$ cat config.mk
export PLATFORM = sky130hd
export DESIGN_NAME = intc_fixprio
export DESIGN_NICKNAME = d
export VERILOG_FILES = /design/src/rtl/intc_pkg.sv /design/src/rtl/intc_regs.sv /design/src/rtl/intc_prio.sv /design/src/rtl/intc_ack.sv /design/src/rtl/intc_fixprio.sv
export SDC_FILE = /design/constraint.sdc
export NUM_CORES = 1
export LEC_CHECK = 0
export BUFFER_PORTS_ARGS = -buffer_cell sky130_fd_sc_hd__buf_2
export CORE_MARGIN = 10
export CORE_UTILIZATION = 35
export CTS_BUF_LIST = sky130_fd_sc_hd__clkbuf_8 sky130_fd_sc_hd__clkbuf_16
export DETAILED_ROUTE_END_ITERATION = 8
export MAX_ROUTING_LAYER = met4
export PLACE_DENSITY = 0.56
export REMOVE_ABC_BUFFERS = 1
export SLEW_MARGIN = 20
export SYNTH_ARGS = -nofsm -noshare
export SYNTH_HDL_FRONTEND = slang
export SYNTH_SLANG_ARGS = --single-unit
$ cat constraint.sdc
create_clock -name clk_i -period 3.73 [get_ports clk_i]
set_clock_uncertainty 0.2 [all_clocks]
set_input_delay 1.119 -clock clk_i [delete_from_list [all_inputs] [get_ports clk_i]]
set_output_delay 1.119 -clock clk_i [all_outputs]
set_load 0.02 [all_outputs]
$ cat src/rtl/intc_pkg.sv
package intc_pkg;
  localparam int FLAG_W   = 16;
  localparam int NSLOT    = 16;
  localparam int IDX_W    = $clog2(NSLOT);
  localparam int BYTE_W   = 8;
  localparam int LAST_ONE = 13;          // last slot with a single flag bit
  localparam int SLOT_DW  = 14;          // shared watchdog / watch timer slot
  localparam int SLOT_BT  = 15;          // basic interval timer slot
  localparam int BIT_WDT  = 2;
  localparam int BIT_WT   = 1;
  localparam int BIT_BT   = 0;

  typedef struct packed {
    logic             valid;
    logic             brk;
    logic [IDX_W-1:0] idx;
  } win_t;
endpackage

$ cat src/rtl/intc_regs.sv
module intc_regs #(
  parameter int          ADDR_W     = 8,
  parameter logic [7:0]  EN_HI_ADDR = 8'hEA,
  parameter logic [7:0]  EN_LO_ADDR = 8'hEB,
  parameter logic [7:0]  RQ_HI_ADDR = 8'hEC,
  parameter logic [7:0]  RQ_LO_ADDR = 8'hED
) (
  input  logic                        clk_i,
  input  logic                        rst_ni,
  input  logic [ADDR_W-1:0]           bus_addr_i,
  input  logic                        bus_wr_i,
  input  logic [intc_pkg::BYTE_W-1:0] bus_wdata_i,
  input  logic [intc_pkg::FLAG_W-1:0] set_i,
  input  logic [intc_pkg::FLAG_W-1:0] ack_clr_i,
  output logic [intc_pkg::FLAG_W-1:0] en_o,
  output logic [intc_pkg::FLAG_W-1:0] req_o,
  output logic [intc_pkg::BYTE_W-1:0] rdata_o
);
  import intc_pkg::*;
  localparam int NBYTE = FLAG_W / BYTE_W;

  logic [FLAG_W-1:0] en_q, req_q, req_d, wr_keep;
  logic [NBYTE-1:0]  en_ld;

  // one enable byte and one keep-mask byte per byte lane; lane 1 is the high byte
  for (genvar k = 0; k < NBYTE; k++) begin : g_lane
    localparam logic [ADDR_W-1:0] EN_A = ADDR_W'((k == NBYTE-1) ? EN_HI_ADDR : EN_LO_ADDR);
    localparam logic [ADDR_W-1:0] RQ_A = ADDR_W'((k == NBYTE-1) ? RQ_HI_ADDR : RQ_LO_ADDR);

    assign en_ld[k] = bus_wr_i && (bus_addr_i == EN_A);
    assign wr_keep[k*BYTE_W +: BYTE_W] =
      (bus_wr_i && (bus_addr_i == RQ_A)) ? bus_wdata_i : {BYTE_W{1'b1}};

    always_ff @(posedge clk_i or negedge rst_ni) begin
      if (!rst_ni)       en_q[k*BYTE_W +: BYTE_W] <= '0;
      else if (en_ld[k]) en_q[k*BYTE_W +: BYTE_W] <= bus_wdata_i;
    end
  end

  // clears first, then set pulses override them
  always_comb begin
    req_d = (req_q & ~ack_clr_i & wr_keep) | set_i;
  end

  always_ff @(posedge clk_i or negedge rst_ni) begin
    if (!rst_ni) req_q <= '0;
    else         req_q <= req_d;
  end

  always_comb begin
    rdata_o = '0;
    if      (bus_addr_i == ADDR_W'(EN_HI_ADDR)) rdata_o = en_q[FLAG_W-1 -: BYTE_W];
    else if (bus_addr_i == ADDR_W'(EN_LO_ADDR)) rdata_o = en_q[BYTE_W-1:0];
    else if (bus_addr_i == ADDR_W'(RQ_HI_ADDR)) rdata_o = req_q[FLAG_W-1 -: BYTE_W];
    else if (bus_addr_i == ADDR_W'(RQ_LO_ADDR)) rdata_o = req_q[BYTE_W-1:0];
  end

  assign en_o  = en_q;
  assign req_o = req_q;

  // a set pulse always leaves its flag set
  a_r10_set_wins: assert property (@(posedge clk_i) disable iff (!rst_ni)
    (|set_i) |=> ((req_q & $past(set_i)) == $past(set_i)));

  // acknowledged flags without a concurrent set are gone next cycle
  a_r10_ack_clears: assert property (@(posedge clk_i) disable iff (!rst_ni)
    (|(ack_clr_i & ~set_i)) |=> ((req_q & $past(ack_clr_i & ~set_i)) == '0));

  // flags only rise through a set pulse
  a_r4_rise_needs_set: assert property (@(posedge clk_i) disable iff (!rst_ni)
    1'b1 |=> ((req_q & ~$past(req_q) & ~$past(set_i)) == '0));
endmodule

$ cat src/rtl/intc_prio.sv
module intc_prio (
  input  logic [intc_pkg::FLAG_W-1:0] req_i,
  input  logic [intc_pkg::FLAG_W-1:0] en_i,
  input  logic                        master_i,
  input  logic                        rst_pend_i,
  input  logic                        brk_i,
  output intc_pkg::win_t              win_o,
  output logic [intc_pkg::FLAG_W-1:0] clr_o
);
  import intc_pkg::*;

  logic [FLAG_W-1:0] live;
  logic [NSLOT-1:0]  slot_pend;
  logic [IDX_W-1:0]  m_idx;
  logic              m_valid;

  assign live = req_i & en_i & {FLAG_W{master_i}};

  // slots 1..13 each own one flag bit, highest bit first
  assign slot_pend[0] = 1'b0;
  for (genvar s = 1; s <= LAST_ONE; s++) begin : g_slot
    assign slot_pend[s] = live[FLAG_W - s];
  end
  assign slot_pend[SLOT_DW] = live[BIT_WDT] | live[BIT_WT];
  assign slot_pend[SLOT_BT] = live[BIT_BT];

  // lowest-numbered pending slot wins
  always_comb begin
    m_idx = '0;
    for (int s = NSLOT-1; s >= 1; s--) begin
      if (slot_pend[s]) m_idx = IDX_W'(s);
    end
    m_valid = |slot_pend;
  end

  always_comb begin
    win_o = '0;
    clr_o = '0;
    if (rst_pend_i) begin
      win_o.valid = 1'b1;
    end else if (brk_i) begin
      win_o.valid = 1'b1;
      win_o.brk   = 1'b1;
    end else if (m_valid) begin
      win_o.valid = 1'b1;
      win_o.idx   = m_idx;
      if (m_idx == IDX_W'(SLOT_DW)) begin
        clr_o[BIT_WDT] = live[BIT_WDT];
        clr_o[BIT_WT]  = live[BIT_WT];
      end else if (m_idx == IDX_W'(SLOT_BT)) begin
        clr_o[BIT_BT] = 1'b1;
      end else begin
        clr_o[FLAG_W - int'(m_idx)] = 1'b1;
      end
    end
  end
endmodule

$ cat src/rtl/intc_ack.sv
module intc_ack (
  input  logic                       clk_i,
  input  logic                       rst_ni,
  input  logic                       ack_i,
  input  intc_pkg::win_t             win_i,
  output logic                       fire_o,
  output logic                       rst_pend_o,
  output logic [intc_pkg::IDX_W-1:0] held_idx_o,
  output logic                       held_brk_o
);
  import intc_pkg::*;

  logic             rst_pend_q, rst_pend_d;
  logic [IDX_W-1:0] held_idx_q;
  logic             held_brk_q;

  assign fire_o = ack_i & win_i.valid;

  always_comb begin
    rst_pend_d = rst_pend_q & ~fire_o;
  end

  always_ff @(posedge clk_i or negedge rst_ni) begin
    if (!rst_ni) rst_pend_q <= 1'b1;
    else         rst_pend_q <= rst_pend_d;
  end

  always_ff @(posedge clk_i or negedge rst_ni) begin
    if (!rst_ni) begin
      held_idx_q <= '0;
      held_brk_q <= 1'b0;
    end else if (fire_o) begin
      held_idx_q <= win_i.idx;
      held_brk_q <= win_i.brk;
    end
  end

  assign rst_pend_o = rst_pend_q;
  assign held_idx_o = held_idx_q;
  assign held_brk_o = held_brk_q;

  // held values move only on an accepted acknowledge
  a_r9_held_stable: assert property (@(posedge clk_i) disable iff (!rst_ni)
    !fire_o |=> ($stable(held_idx_q) && $stable(held_brk_q)));

  // the reset slot is served exactly once and reports index 0
  a_r1_reset_once: assert property (@(posedge clk_i) disable iff (!rst_ni)
    (fire_o && rst_pend_q) |=> (!rst_pend_q && held_idx_q == '0 && !held_brk_q));

  a_r1_no_rearm: assert property (@(posedge clk_i) disable iff (!rst_ni)
    !rst_pend_q |=> !rst_pend_q);
endmodule

$ cat src/rtl/intc_fixprio.sv
module intc_fixprio #(
  parameter int         ADDR_W     = 8,
  parameter logic [7:0] EN_HI_ADDR = 8'hEA,
  parameter logic [7:0] EN_LO_ADDR = 8'hEB,
  parameter logic [7:0] RQ_HI_ADDR = 8'hEC,
  parameter logic [7:0] RQ_LO_ADDR = 8'hED
) (
  input  logic              clk_i,
  input  logic              rst_ni,
  input  logic [ADDR_W-1:0] bus_addr_i,
  input  logic              bus_wr_i,
  input  logic [7:0]        bus_wdata_i,
  output logic [7:0]        bus_rdata_o,
  input  logic              ie_master_i,
  input  logic              brk_i,
  input  logic [3:0]        ext_irq_i,
  input  logic [1:0]        uart_rx_done_i,
  input  logic [1:0]        uart_tx_done_i,
  input  logic              sio_rx_done_i,
  input  logic              sio_tx_done_i,
  input  logic [4:0]        tmr_done_i,
  input  logic              adc_done_i,
  input  logic              wdt_evt_i,
  input  logic              wt_evt_i,
  input  logic              bit_evt_i,
  output logic              irq_o,
  output logic [3:0]        irq_idx_o,
  output logic              irq_brk_o,
  input  logic              ack_i,
  output logic [3:0]        held_idx_o,
  output logic              held_brk_o
);
  import intc_pkg::*;

  logic [1:0]        rst_sync_q;
  logic              rst_n;
  logic [FLAG_W-1:0] set_v, en_v, req_v, clr_v, ack_clr;
  win_t              win;
  logic              fire, rst_pend;

  // asynchronous assert, synchronous release
  always_ff @(posedge clk_i or negedge rst_ni) begin
    if (!rst_ni) rst_sync_q <= 2'b00;
    else         rst_sync_q <= {rst_sync_q[0], 1'b1};
  end
  assign rst_n = rst_sync_q[1];

  // receive and transmit completions share one flag per serial unit
  assign set_v = {ext_irq_i[0], ext_irq_i[1], ext_irq_i[2], ext_irq_i[3],
                  uart_rx_done_i[0] | uart_tx_done_i[0],
                  uart_rx_done_i[1] | uart_tx_done_i[1],
                  sio_rx_done_i | sio_tx_done_i,
                  tmr_done_i[0], tmr_done_i[1], tmr_done_i[2], tmr_done_i[3], tmr_done_i[4],
                  adc_done_i, wdt_evt_i, wt_evt_i, bit_evt_i};

  assign ack_clr = fire ? clr_v : '0;

  intc_regs #(
    .ADDR_W(ADDR_W), .EN_HI_ADDR(EN_HI_ADDR), .EN_LO_ADDR(EN_LO_ADDR),
    .RQ_HI_ADDR(RQ_HI_ADDR), .RQ_LO_ADDR(RQ_LO_ADDR)
  ) u_regs (
    .clk_i(clk_i), .rst_ni(rst_n),
    .bus_addr_i(bus_addr_i), .bus_wr_i(bus_wr_i), .bus_wdata_i(bus_wdata_i),
    .set_i(set_v), .ack_clr_i(ack_clr),
    .en_o(en_v), .req_o(req_v), .rdata_o(bus_rdata_o)
  );

  intc_prio u_prio (
    .req_i(req_v), .en_i(en_v), .master_i(ie_master_i),
    .rst_pend_i(rst_pend), .brk_i(brk_i),
    .win_o(win), .clr_o(clr_v)
  );

  intc_ack u_ack (
    .clk_i(clk_i), .rst_ni(rst_n), .ack_i(ack_i), .win_i(win),
    .fire_o(fire), .rst_pend_o(rst_pend),
    .held_idx_o(held_idx_o), .held_brk_o(held_brk_o)
  );

  assign irq_o     = win.valid;
  assign irq_idx_o = win.idx;
  assign irq_brk_o = win.brk;

  // a maskable winner implies the master enable is on
  a_r5_master_gates: assert property (@(posedge clk_i) disable iff (!rst_n)
    (irq_o && !irq_brk_o && irq_idx_o != 4'd0) |-> ie_master_i);

  // a break always raises the request line
  a_r8_brk_raises: assert property (@(posedge clk_i) disable iff (!rst_n)
    brk_i |-> (irq_o && irq_idx_o == 4'd0));

  // only the flags of one slot are cleared by an acknowledge
  a_r7_clear_scope: assert property (@(posedge clk_i) disable iff (!rst_n)
    fire |-> ($countones(ack_clr) <= 2 && ((ack_clr & ~req_v) == '0)));
endmodule

Yosys cells after proc, flatten, opt, wreduce, memory -nomap -nowiden
Index checks and enable logic that the tools add are counted.
W data, S select, Z words.

cells by class
  add/subtract/negate cells = 1
  order comparisons = 2
  equality and inequality tests = 6
  muxes and demuxes = 39
  bitwise logic cells = 13
  reduce and logical (&&, ||, !) cells = 6

operators with widths
  cell                   count
  $mux W4                17
  $and A16 B16 Y16       4
  $mux W16               4
  $mux W8                6
  $eq A8 B8 Y1 const B   4
  $ge A32 B1 Y1 const B  1
  $lt A32 B6 Y1 const B  1
  $not A16 Y16           1
  $or A16 B16 Y16        1
  $mux W15               1
  $reduce_or A15 Y1      1
  $mux W13               1
  $eq A4 B4 Y1 const B   2
  $mux W1                7
  $sub A5 B4 Y6 const A  1
  $logic_and A1 B1 Y1    5
  $mux W5                1
  $demux W1 S4           1
  $or A1 B1 Y1           4
  $and A1 B1 Y1          2
  $mux W2                1
  $not A1 Y1             1

word-level totals
  bits in registers = 40
  bits of input ports = 41
  output and inout bits = 19
  word-level logic and storage cells = 74

Logic depth before layout (Yosys ltp)
Gate-level depths: netlist of run 1.

  word-level depth = 32
  depth in mapped cells = 6
  mapped depth without buffers = 5

Cells and area by module
Synthesis of run 1 repeated with hierarchy kept, for this count alone.

second synthesis, totals
  cells, all modules = 280
  area, all modules = 2,767.7 µm²

modules (own cells, without submodules)
  module        instances  cells each  area each (µm²)  sequential area each (µm²)
  intc_regs     1          162         1,838.0          800.8
  intc_prio     1          81          505.5            0.0
  intc_ack      1          14          225.2            151.4
  intc_fixprio  1          23          198.9            50.0

Worst setup path after synthesis of run 1
OpenSTA, ideal clock, no wires.

  path type = input to output
  from = input port bus_addr_i[4]
  to = output port bus_rdata_o[0]
  data arrival time = 2.575 ns
  data required time = 2.411 ns
  slack = -0.164 ns
  stages on the path = 6
  path buffers = 1
  cells stage by stage = nand4b_1 or2_2 or4b_2 clkbuf_1 nor2_1 nor2_1

on the way
  cells in the longest elaborated chain, start to end = 5
  elaborated cells between the ends (all ways) = 8
  classes of those cells = 4 x eq/ne; 4 x mux

ends and longest elaborated chain
  item                RTL line            RTL
  start: declaration  intc_fixprio.sv:10  input logic [ADDR_W-1:0] bus_addr_i,
  $eq A8 B8 Y1        intc_regs.sv:55     else if (bus_addr_i == ADDR_W'(RQ_LO_ADDR)) rdata_o = req_q[BYTE_W-1:0];
  $mux W8             intc_regs.sv:55
  $mux W8             intc_regs.sv:54     else if (bus_addr_i == ADDR_W'(RQ_HI_ADDR)) rdata_o = req_q[FLAG_W-1 -: BYTE_W];
  $mux W8             intc_regs.sv:53     else if (bus_addr_i == ADDR_W'(EN_LO_ADDR)) rdata_o = en_q[BYTE_W-1:0];
  $mux W8 *           intc_regs.sv:52     if (bus_addr_i == ADDR_W'(EN_HI_ADDR)) rdata_o = en_q[FLAG_W-1 -: BYTE_W];
  end: declaration    intc_fixprio.sv:13  output logic [7:0] bus_rdata_o,

Mark *: on every way between the ends. The rest lies on a longest branch, timed or not.

Worst setup path after layout of run 1
  from = input port bus_addr_i[4]
  to = output port bus_rdata_o[7]

The elaborated chain is that of the path after synthesis.

==> reports/qor.yml, run 1 <==
run_status:
  status: "finished with violations"
  violations: "setup timing"
cells_and_area:
  area_growth_pct: 28.1
  final_common_cell: "buf_2"
  fillers: 663
  layout-drive-gt1-share_pct: 41.1
  n_antenna_cell: 0
  final_cell_mix: "buf_2 (50), dfrtp_1 (39), nor2_1 (26)"
  final_nets: 359
sta:
  period_needed_ps: 3980
  timing.fmax_mhz: 251
  slew_headroom_pct: 59.9
  hold_viol_final: 0
  setup_ws_ps: -249
  fin_crit_sh_pct: 107
  worstMarginPinSlew_ps: 595
  setup_viol: 8
  rsz0062_at_grt: "yes"
  final_max_slew_viol_count: 0
yosys:
  synthMuxAreaShare_pct: 11.8
  synth_cell_types: 52
  synth_simple_gate_area_share_pct: 20.4
  synth_edf_count: 0
  ys_seq_elements: 40
  avgSynthCellArea_um2: 9.93
  synth_xor_area_share_pct: 0
  syn_area_mm2: 0.00239
  ys.flop_type: "dfrtp_1"
  synth_adder_area_share_pct: 0
  netlist_instances: 241
  synth-compound-area-share_pct: 23.4
  synth_warnings: 0
  ys_seq_area_share_pct: 41.9
  async_reset_ff_share_pct: 100
  synth_top_family_by_area: "compound AO/OA/AOI/OAI gates"
drt:
  drt-total-wl_mm: 8.02
  firstDrtPassIters: 5
  drc: 0
  vias_per_cell: 5.76
  ant_nets: 0
  via_count: 2300
  drt_iter0_drc: 157
  wl_per_cell_um: 20.1
setup_path:
  cp.required_ps: 2410
  worst_setup_path_start_kind: "input port"
  worstPathArrival_ps: 2660
  cpMaxStageDelayCell: "nor4bb_4"
  path_cells: "buf_6 -> nand4b_1 -> or2_4 -> buf_6 -> nor4bb_4 -> buf_6 -> a221oi_2 -> nor2_1 -> buf_4"
  critPathMaxStageDelay_ps: 310
  crit_top_cell: "buf_6"
  endpoint_kind: "output port"
  path_class: "in -> out"
  cp_max_fo: 5
floorplanning:
  fp.dieH_um: 103
  die_w_um: 103
  die_area_mm2: 0.0105
  io_pins: 60
  floorplan.initialDensity_pct: 35.6
  design.core.area_mm2: 0.00672
  rows: 30
power_and_ir_drop:
  seqPwrFrac_pct: 48.2
  peakVddDrop_v: 0.000167
  swShare_pct: 31.1
  p_comb_share_pct: 22.1
  clkPwrFrac_pct: 29.7
  p_leak_nw: 1.35
  p_per_area_mw_per_mm2: 317
  power_mw: 0.972
  p_int_mw: 0.669
  power.switching_mw: 0.302
clock_tree:
  cts-buffers-inserted: 5
  cts-root-buf: "clkbuf_8"
  cts_max_level: 2
  clock-sinks: 40
  cts_tree: "built"
  clkSlewWorstSetupHoldPaths_ps: 80
  cts.path.max_buffers: 2
  insertion_delay_ps: 290
worst_hold_path:
  hp-class: "reg -> async"
placement:
  dp_hpwl_mm: 5.96
  place_congestion: 0.972
  numPortBuffers: 59
  pre_cts_slack_ps: -430
global_route:
  grt_max_degree: 39
  gr-usage-all-layers_pct: 15.7
  globalRouteOverflowTotal: 0
  grt_pass1_vias: 2350
  grt_pass1_wl_mm: 12.5
  antenna_found_initial: 0
run:
  drv_cap: 0
metrics by stage:
| step | hold WS (ps) | utilization, % | area, um2 | std cells | TNS, ps |
|---|---|---|---|---|---|
| finish | 109 | 45.6 | 3070 | 399 | -1630 |
| CTS | 134 | 45.4 | 3050 | 399 | -2210 |
| global placement | 117 | 43.0 | 2890 | 389 | -2770 |
| floorplan | 131 | - | 2360 | 232 | -4060 |
| global route | 163 | 45.6 | 3070 | 399 | -2520 |
| detailed placement | 125 | 43.0 | 2890 | 389 | -2970 |
final timing paths:
kind / startpoint / end / slack [ps] / cells after the start
min: rst_sync_q[1]$_DFF_PN0_ / u_regs.req_o[5]$_DFF_PN0_ / 110 / 1
max in group asynchronous: rst_ni / rst_sync_q[0]$_DFF_PN0_ / 2850 / 1
min in group clk_i: rst_sync_q[0]$_DFF_PN0_ / rst_sync_q[1]$_DFF_PN0_ / 160 / 0
min reg2reg: rst_sync_q[1]$_DFF_PN0_ / u_regs.req_o[5]$_DFF_PN0_ / 110 / 1
max: bus_addr_i[4] / bus_rdata_o[7] / -250 / 9
max reg2reg: u_regs.req_o[13]$_DFF_PN0_ / u_regs.req_o[2]$_DFF_PN0_ / 1290 / 5
synthesized netlist by cell type (all sizes together) (2+ instances only):
master / count / area (um2)
a211oi: 3 / 22.5
a21o: 4 / 30.0
a21oi: 11 / 55.1
a221oi: 7 / 61.3
a222oi: 2 / 20.0
a22o: 5 / 43.8
a22oi: 5 / 37.5
a31oi: 3 / 18.8
a32oi: 2 / 17.5
and2: 3 / 18.8
and3: 2 / 13.8
buf: 2 / 10.0
clkbuf: 7 / 26.3
dfrtp: 39 / 976
inv: 6 / 22.5
mux2: 25 / 282
nand2: 20 / 77.6
nand2b: 3 / 18.8
nand3: 6 / 30.0
nand4: 5 / 31.3
nor2: 26 / 97.6
nor2b: 3 / 18.8
nor3: 3 / 15.0
o2111ai: 2 / 17.5
o21a: 2 / 15.0
o21ai: 3 / 15.0
o21bai: 2 / 15.0
o2bb2ai: 2 / 17.5
o31a: 3 / 26.3
o31ai: 3 / 22.5
o41a: 5 / 56.3
or3: 4 / 25.0
or3b: 6 / 52.6
or4: 2 / 22.5
critical path: cells and delay by family:
family	cells	cell delay (ps)
simple gates	4	900
buf+inv	4	580
compound gates	1	60
cell type report:
| class | count | area (um2) | area share, % |
|---|---|---|---|
| Multi-Input combinational cell | 186 | 1370 | 44.6 |
| Sequential cell | 40 | 1000 | 32.7 |
| Timing Repair Buffer | 79 | 487 | 15.9 |
| Tap cell | 80 | 100 | 3.27 |
| Clock buffer | 5 | 68.8 | 2.24 |
| Inverter | 6 | 22.5 | 0.735 |
| Clock inverter | 3 | 18.8 | 0.612 |
power by group through the flow:
stage	clock, mW	combinational, mW	sequential [mW]
floorplan	0	0.0976	0.486
global placement	0	0.209	0.476
detailed placement	0	0.209	0.476
CTS	0.297	0.214	0.468
global route	0.316	0.234	0.470
finish	0.289	0.215	0.468
metal layers:
| metal | GRT usage [%] | part of all wire, % | wire length, um |
|---|---|---|---|
| met1 | 20.8 | 48 | 3820 |
| met2 | 23.5 | 44 | 3530 |
| met3 | 3.89 | 7.5 | 604 |
| met4 | 3.58 | 0.74 | 59 |
| met5 | - | 0 | 0 |
sequential cells by signal, indices dropped and copies added, names as in the netlist:
name              flops
u_regs.en_o          16
u_regs.req_o         16
u_ack.rst_pend_o      1
rst_sync_q            2
u_ack.held_idx_o      4
u_ack.held_brk_o      1
cell families after synthesis:
group,count (synthesis)
other cells,1
simple gates,89
flops,40
compound gates,71
mux,25
buf+inv,15
what timing repair did:
item,in CTS,in global routing
setup buffers,1,0
pin swaps,6,6
resized for setup,15,6
hold endpoints to repair,0,0
setup endpoints to repair,8,8
cloned,1,0
hold buffers,0,0
No activity file was read; power rests on OpenSTA's default activity.
==> run 2: changes to the inputs <==
--- a/config.mk
+++ b/config.mk
@@ -9,3 +9,3 @@
 export CORE_MARGIN = 10
-export CORE_UTILIZATION = 35
+export CORE_UTILIZATION = 40
 export CTS_BUF_LIST = sky130_fd_sc_hd__clkbuf_8 sky130_fd_sc_hd__clkbuf_16
@@ -13,4 +13,5 @@
 export MAX_ROUTING_LAYER = met4
-export PLACE_DENSITY = 0.56
+export PLACE_DENSITY = 0.62
 export REMOVE_ABC_BUFFERS = 1
+export SKIP_CTS_REPAIR_TIMING = 1
 export SLEW_MARGIN = 20
==> constraint.sdc (replaced) <==
create_clock -name clk_i -period 3.73 [get_ports clk_i]
set_clock_uncertainty 0.2 [all_clocks]
set_input_delay 0 -clock clk_i [delete_from_list [all_inputs] [get_ports clk_i]]
set_output_delay 0 -clock clk_i [all_outputs]
set_load 0.02 [all_outputs]
==> reports/qor.yml, run 2 (synthesized netlist as in run 1, its figures left out) <==
sta:
  setup_viol: 0  # -8
  setup_ws_ps: 722  # +970 ps
  timing.fmax_mhz: 332  # +32%
  hold_viol_final: 0  # unchanged
  tns_ps: 0  # +1630 ps
  slew_headroom_pct: 38.9  # -21 points
  fin_crit_sh_pct: 80.6  # -26 points
  rsz0062_at_grt: "no"
  fin_hold_ws_ps: 75.2  # -33.6 ps
  final_max_slew_viol_count: 0  # unchanged
  period_needed_ps: 3010  # -970 ps
  worstMarginPinSlew_ps: 910  # +315 ps
setup_path:
  cpMaxStageDelayCell: "or4_4"
  crit_start: "u_regs.req_o[13]$_DFF_PN0_"
  worst_setup_path_start_kind: "register"
  reg2reg_depth: 6  # +1
  cp_max_fo: 5  # unchanged
  worstPathArrival_ps: 2990  # +330 ps
  endpoint_kind: "register"
  path_class: "reg -> reg"
  r2r_setup_slack_ps: 720  # -570 ps
  path_cells: "a22o_1 -> a2111o_1 -> or4_4 -> a211oi_1 -> o21bai_1 -> dlygate4sd3_1"
  critPathMaxStageDelay_ps: 570  # +260 ps
  r2r-end: "u_regs.req_o[2]$_DFF_PN0_"
  cp.required_ps: 3710  # +1300 ps
  cp_num_buf_inv: 1  # -3
  reg2reg_from: "u_regs.req_o[13]$_DFF_PN0_"
  cpLargestDelayFamily: "compound AO/OA/AOI/OAI gates"
floorplanning:
  die_area_mm2: 0.00948  # -10%
  rows: 28  # -6.7%
  die_w_um: 97.4  # -5.2%
  floorplan.initialDensity_pct: 40.9  # +5.3 points
  io_pins: 60  # unchanged
  fp.dieH_um: 97.4  # -5.2%
  design.core.area_mm2: 0.00585  # -13%
worst_hold_path:
  whs_path_depth: 3
  min_from: "bus_wr_i"
  hp-class: "in -> reg"
  min_delay_worst_endpoint: "u_regs.en_o[14]$_DFFE_PN0P_"
clock_tree:
  cts.path.max_buffers: 2  # unchanged
  insertion_delay_ps: 300  # about the same
  cts_tree: "built"
  cts-root-buf: "clkbuf_8"
  cts-buffers-inserted: 5  # unchanged
  cts_max_level: 2  # unchanged
  clock-sinks: 40  # unchanged
  clkSlewWorstSetupHoldPaths_ps: 80  # about the same
cells_and_area:
  fin_area_mm2: 0.00324  # +5.6%
  multi_input_area_mm2: 0.00133  # -2.5%
  layout-drive-gt1-share_pct: 32.7  # -8.3 points
  area_growth_pct: 35.2
  regArea_mm2: 0.00100  # unchanged
  final_cell_mix: "buf_2 (59), dfrtp_1 (39), dlygate4sd3_1 (36)"
  final_common_cell: "buf_2"
  n_antenna_cell: 0  # unchanged
  final_nets: 379  # +5.6%
  fillers: 543  # -18%
power_and_ir_drop:
  power.switching_mw: 0.297  # -1.8%
  seqPwrFrac_pct: 46.6  # -1.6 points
  clkPwrFrac_pct: 31.9  # +2.2 points
  p_int_mw: 0.713  # +6.4%
  p_per_area_mw_per_mm2: 312  # -1.6%
  p_comb_share_pct: 21.5  # -0.6 points
  p_leak_nw: 1.39  # +3.2%
  swShare_pct: 29.4  # -1.7 points
  peakVddDrop_v: 0.000228  # +37%
placement:
  dp_hpwl_mm: 5.77  # -3.3%
  numPortBuffers: 59  # unchanged
  place_area_mm2: 0.00278  # -3.9%
  pre_cts_slack_ps: 1300  # +1730 ps
  place_congestion: 0.931  # -4.2%
global_route:
  grt_max_degree: 27  # -31%
  antenna_found_initial: 0  # unchanged
  gr-usage-met3_pct: 4.05  # +0.17 points
  met1_usage_pct: 21.5  # +0.71 points
  gr-max-usage-layer: "met2"
  grt_pass1_wl_mm: 12.8  # +2.3%
  grt_pass1_vias: 2428  # +3.3%
  gr-usage-all-layers_pct: 16.7  # +1.0 points
  met2_usage_pct: 25.8  # +2.3 points
  globalRouteOverflowTotal: 0  # unchanged
drt:
  drc: 0  # unchanged
  ant_nets: 0  # unchanged
  drt-total-wl_mm: 7.92  # -1.2%
  wl_per_cell_um: 19.1  # -4.8%
  vias_per_cell: 5.76  # about the same
  firstDrtPassIters: 4  # -1
  drt_iter0_drc: 178  # +13%
  via_count: 2385  # +3.7%
run:
  drv_cap: 0  # unchanged
run_status:
  status: "complete, no violations"
[run 2: area by class of cell]
cell class | instances | area share [%]
Clock inverter | 1 | 0.116
Timing Repair Buffer | 99 | 21.2
Sequential cell | 40 | 31.0
Tap cell | 75 | 2.90
Clock buffer | 7 | 2.98
Inverter | 6 | 0.696
Multi-Input combinational cell | 186 | 41.2
[run 2: through the flow]
step | std cells | total power [mW] | util [%]
after floorplan | 232 | 0.584 | -
after global placement | 370 | 0.667 | 47.5
after detailed placement | 370 | 0.670 | 47.5
after CTS | 378 | 0.994 | 49.2
after global routing | 414 | 1.06 | 55.3
final | 414 | 1.01 | 55.3
[run 2: power by group through the flow]
| stage | registers [mW] | clock network, mW | logic (mW) |
|---|---|---|---|
| after floorplan | 0.486 | 0 | 0.0976 |
| after global placement | 0.479 | 0 | 0.189 |
| after detailed placement | 0.480 | 0 | 0.191 |
| after CTS | 0.471 | 0.331 | 0.192 |
| after global routing | 0.474 | 0.347 | 0.237 |
| final | 0.471 | 0.322 | 0.217 |
[run 2: worst reg2reg max path: cells and delay by family, from the launching register on]
family | cells | cell delay, ps
AOI/OAI and AO/OA | 4 | 1150
and+or+nand+nor | 1 | 570
buffers and inverters | 1 | 560
DFF | 1 | 420
[run 2: per-layer routing]
layer	part of all wire (%)	wire (um)
met1	46	3610
met2	47	3710
met3	6.3	496
met4	1.4	107
met5	0	0
[run 2: worst max path at each step]
stage                                       to  cells after the start
finish               u_regs.req_o[2]$_DFF_PN0_                      6
global route        u_regs.req_o[13]$_DFF_PN0_                      6
CTS                               irq_idx_o[0]                      7
detailed placement   u_regs.req_o[1]$_DFF_PN0_                      5
global placement     u_regs.req_o[1]$_DFF_PN0_                      5
floorplan           u_regs.en_o[0]$_DFFE_PN0P_                      5
==> run 3: changes to the inputs <==
ABC_AREA = 1   (was unset)
PLACE_DENSITY = 0.6   (was 0.62)
clock period = 3.05 ns   (was 3.73 ns; I/O delays follow)
==> reports/qor.yml, run 3 <==
clock_tree:
  cts_max_level: 2  # unchanged
  cts-root-buf: "clkbuf_8"
  cts-buffers-inserted: 5  # unchanged
  cts.path.max_buffers: 2  # unchanged
  cts_tree: "built"
  clock-sinks: 40  # unchanged
  clkSlewWorstSetupHoldPaths_ps: 80  # about the same
  insertion_delay_ps: 290  # about the same
yosys:
  synth_warnings: 0  # unchanged
  syn_area_mm2: 0.00246  # +2.8%
  ys_seq_elements: 40  # unchanged
  synthMuxAreaShare_pct: 0  # -12 points
  ys.flop_type: "dfrtp_1"
  avgSynthCellArea_um2: 7.55  # -24%
  synth_common_cells: "nand2_1 (104), inv_1 (45), dfrtp_1 (39), nand3_1 (22), a21oi_1 (18)"
  synth_xor_area_share_pct: 0  # unchanged
  synth_top_family_by_area: "simple AND/OR/NAND/NOR gates"
  synth_area_leaders: "dfrtp_1 (40%), nand2_1 (16%), inv_1 (6.9%)"
  synth_edf_count: 0  # unchanged
  synth-compound-area-share_pct: 10.3  # -13 points
  ys_seq_area_share_pct: 40.7  # -1.1 points
  synth_simple_gate_area_share_pct: 39.5  # +19 points
  async_reset_ff_share_pct: 100  # unchanged
  yosys.area.top_type: "dfrtp_1"
  synth_cell_types: 33  # -37%
  netlist_instances: 326  # +35%
  synthDominantCellAreaShare_pct: 39.7  # -1.1 points
  synth.most_common_cell: "nand2_1"
  synth_adder_area_share_pct: 0  # unchanged
sta:
  timing.fmax_mhz: 366  # +10%
  slew_headroom_pct: 48.1  # +9.2 points
  final_max_slew_viol_count: 0  # unchanged
  fin_hold_ws_ps: 94.4  # +19.2 ps
  worstMarginPinSlew_ps: 775  # -135 ps
  rsz0062_at_grt: "no"
  period_needed_ps: 2730  # -279 ps
  fin_crit_sh_pct: 89.5  # +8.8 points
  tns_ps: 0  # unchanged
  setup_viol: 0  # unchanged
  hold_viol_final: 0  # unchanged
drt:
  wl_per_cell_um: 14.6  # -24%
  via_count: 2510  # +5.2%
  drt_iter0_drc: 109  # -39%
  ant_nets: 0  # unchanged
  drc: 0  # unchanged
  drt-total-wl_mm: 7.50  # -5.2%
  vias_per_cell: 4.87  # -15%
  firstDrtPassIters: 4  # unchanged
power_and_ir_drop:
  p_per_area_mw_per_mm2: 349  # +12%
  p_int_mw: 0.816  # +15%
  peakVddDrop_v: 0.000207  # -9.4%
  power_mw: 1.19  # +18%
  seqPwrFrac_pct: 48.1  # +1.5 points
  clkPwrFrac_pct: 27.8  # -4.1 points
  p_comb_share_pct: 24.2  # +2.7 points
  p_leak_nw: 1.82  # +31%
  power.switching_mw: 0.374  # +26%
  swShare_pct: 31.4  # +2.0 points
run_status:
  status: "complete, no violations"
setup_path:
  reg2reg_depth: 13  # +7
  cpMaxStageDelayCell: "dlygate4sd3_1"
  endpoint_kind: "register"
  crit_start: "u_regs.en_o[15]$_DFFE_PN0P_"
  crit_top_cell: "inv_2"
  r2r_setup_slack_ps: 320  # -400 ps
  endpoint: "u_regs.req_o[8]$_DFF_PN0_"
  critPathMaxStageDelay_ps: 560  # about the same
  cp_num_buf_inv: 4  # +3
  r2r-end: "u_regs.req_o[8]$_DFF_PN0_"
  cp_max_fo: 7  # +2
  reg2reg_from: "u_regs.en_o[15]$_DFFE_PN0P_"
  cpLargestDelayFamily: "simple AND/OR/NAND/NOR gates"
  path_class: "reg -> reg"
  path_cells: "nand3_4 -> inv_2 -> nor2_4 -> inv_2 -> nor2_8 -> inv_2 -> nor3_4 -> nand2_2 -> a21oi_4 -> nand4_1 -> nand2_1 -> nand2_1 -> dlygate4sd3_1"
  worst_setup_path_start_kind: "register"
  worstPathArrival_ps: 2700  # -290 ps
  worst-path-stages: 13  # +7
  cp.required_ps: 3020  # -690 ps
cells_and_area:
  fillers: 604  # +11%
  multi_input_area_mm2: 0.00123  # -7.8%
  regArea_mm2: 0.00100  # unchanged
  n_antenna_cell: 0  # unchanged
  fin_area_mm2: 0.00341  # +5.3%
  layout-drive-gt1-share_pct: 25.0  # -7.7 points
  area_growth_pct: 38.5
  final_cell_mix: "nand2_1 (104), buf_2 (59), dlygate4sd3_1 (48)"
  final_common_cell: "nand2_1"
  final_nets: 481  # +27%
placement:
  place_congestion: 0.892  # -4.2%
  numPortBuffers: 59  # unchanged
  dp_hpwl_mm: 5.30  # -8.1%
  place_area_mm2: 0.00285  # +2.6%
floorplanning:
  rows: 28  # unchanged
  io_pins: 60  # unchanged
  design.core.area_mm2: 0.00596  # +1.8%
  die_area_mm2: 0.00969  # +2.2%
  fp.dieH_um: 98.4  # +1.1%
  floorplan.initialDensity_pct: 41.3  # +0.39 points
  die_w_um: 98.4  # +1.1%
global_route:
  globalRouteOverflowTotal: 0  # unchanged
  grt_pass1_vias: 2363  # -2.7%
  grt_max_degree: 39  # +44%
  antenna_found_initial: 0  # unchanged
  grt_pass1_wl_mm: 11.6  # -8.9%
  gr-usage-all-layers_pct: 14.7  # -1.9 points
run:
  drv_cap: 0  # unchanged
worst_hold_path:
  hp-class: "reg -> async"
run 3: cell count changes after synthesis, sizes merged, moves of 6 or more:
cell    previous run  this run
nand3              6        30
a221oi             7         0
nand2             20       114
o22ai              0         6
mux2              25         0
inv                6        53
o21ai              3        16
or3b               6         0
a21oi             11        19
nor2              26        20
run 3: kinds of logic after synthesis:
group	after synthesis
DFF	40
and+or+nand+nor	183
AOI/OAI and AO/OA	45
other	1
buffers and inverters	57
run 3: final cells by class:
type                       count  area share, %
clock buffer                   5           2.02
sequential                    40           29.4
tap                           75           2.75
timing repair buffer         111           23.7
inverter                      53           5.84
clock inverter                 2          0.257
multi-input combinational    229           36.1
run 3: worst min-delay path by stage:
| stage | cells after the start | slack [ps] | from | end |
|---|---|---|---|---|
| after detailed placement | 1 | -410 | rst_ni | rst_sync_q[0]$_DFF_PN0_ |
| after global routing | 1 | 160 | rst_sync_q[1]$_DFF_PN0_ | u_regs.en_o[9]$_DFFE_PN0P_ |
| after global placement | 1 | -410 | rst_ni | rst_sync_q[0]$_DFF_PN0_ |
| final | 1 | 90 | rst_sync_q[1]$_DFF_PN0_ | u_regs.req_o[10]$_DFF_PN0_ |
| after CTS | 1 | -730 | rst_ni | rst_sync_q[0]$_DFF_PN0_ |
| after floorplan | 0 | -500 | rst_ni | rst_sync_q[0]$_DFF_PN0_ |
run 3: through the flow:
| stage | std cells | worst slack [ps] | utilization [%] |
|---|---|---|---|
| floorplan | 322 | 985 | - |
| global placement | 460 | 863 | 47.8 |
| detailed placement | 460 | 794 | 47.8 |
| CTS | 467 | 645 | 49.1 |
| global route | 515 | 106 | 57.2 |
| finish | 515 | 321 | 57.2 |
run 3: power by group through the flow:
stage	logic (mW)	clock network [mW]	registers (mW)
3_3_place_gp	0.252	0	0.581
5_1_grt	0.319	0.360	0.575
3_5_place_dp	0.254	0	0.581
6_report	0.288	0.330	0.572
4_1_cts	0.255	0.341	0.571
2_1_floorplan	0.144	0	0.599
run 3: layer usage:
| metal | track usage (%) | share of wire [%] | vias to the layer above |
|---|---|---|---|
| met1 | 18.9 | 45 | 1179 |
| met2 | 23.3 | 49 | 56 |
| li1 | - | - | 1270 |
| met5 | - | 0 | - |
| met4 | 3.20 | 0.56 | 0 |
| met3 | 3.21 | 5.2 | 5 |
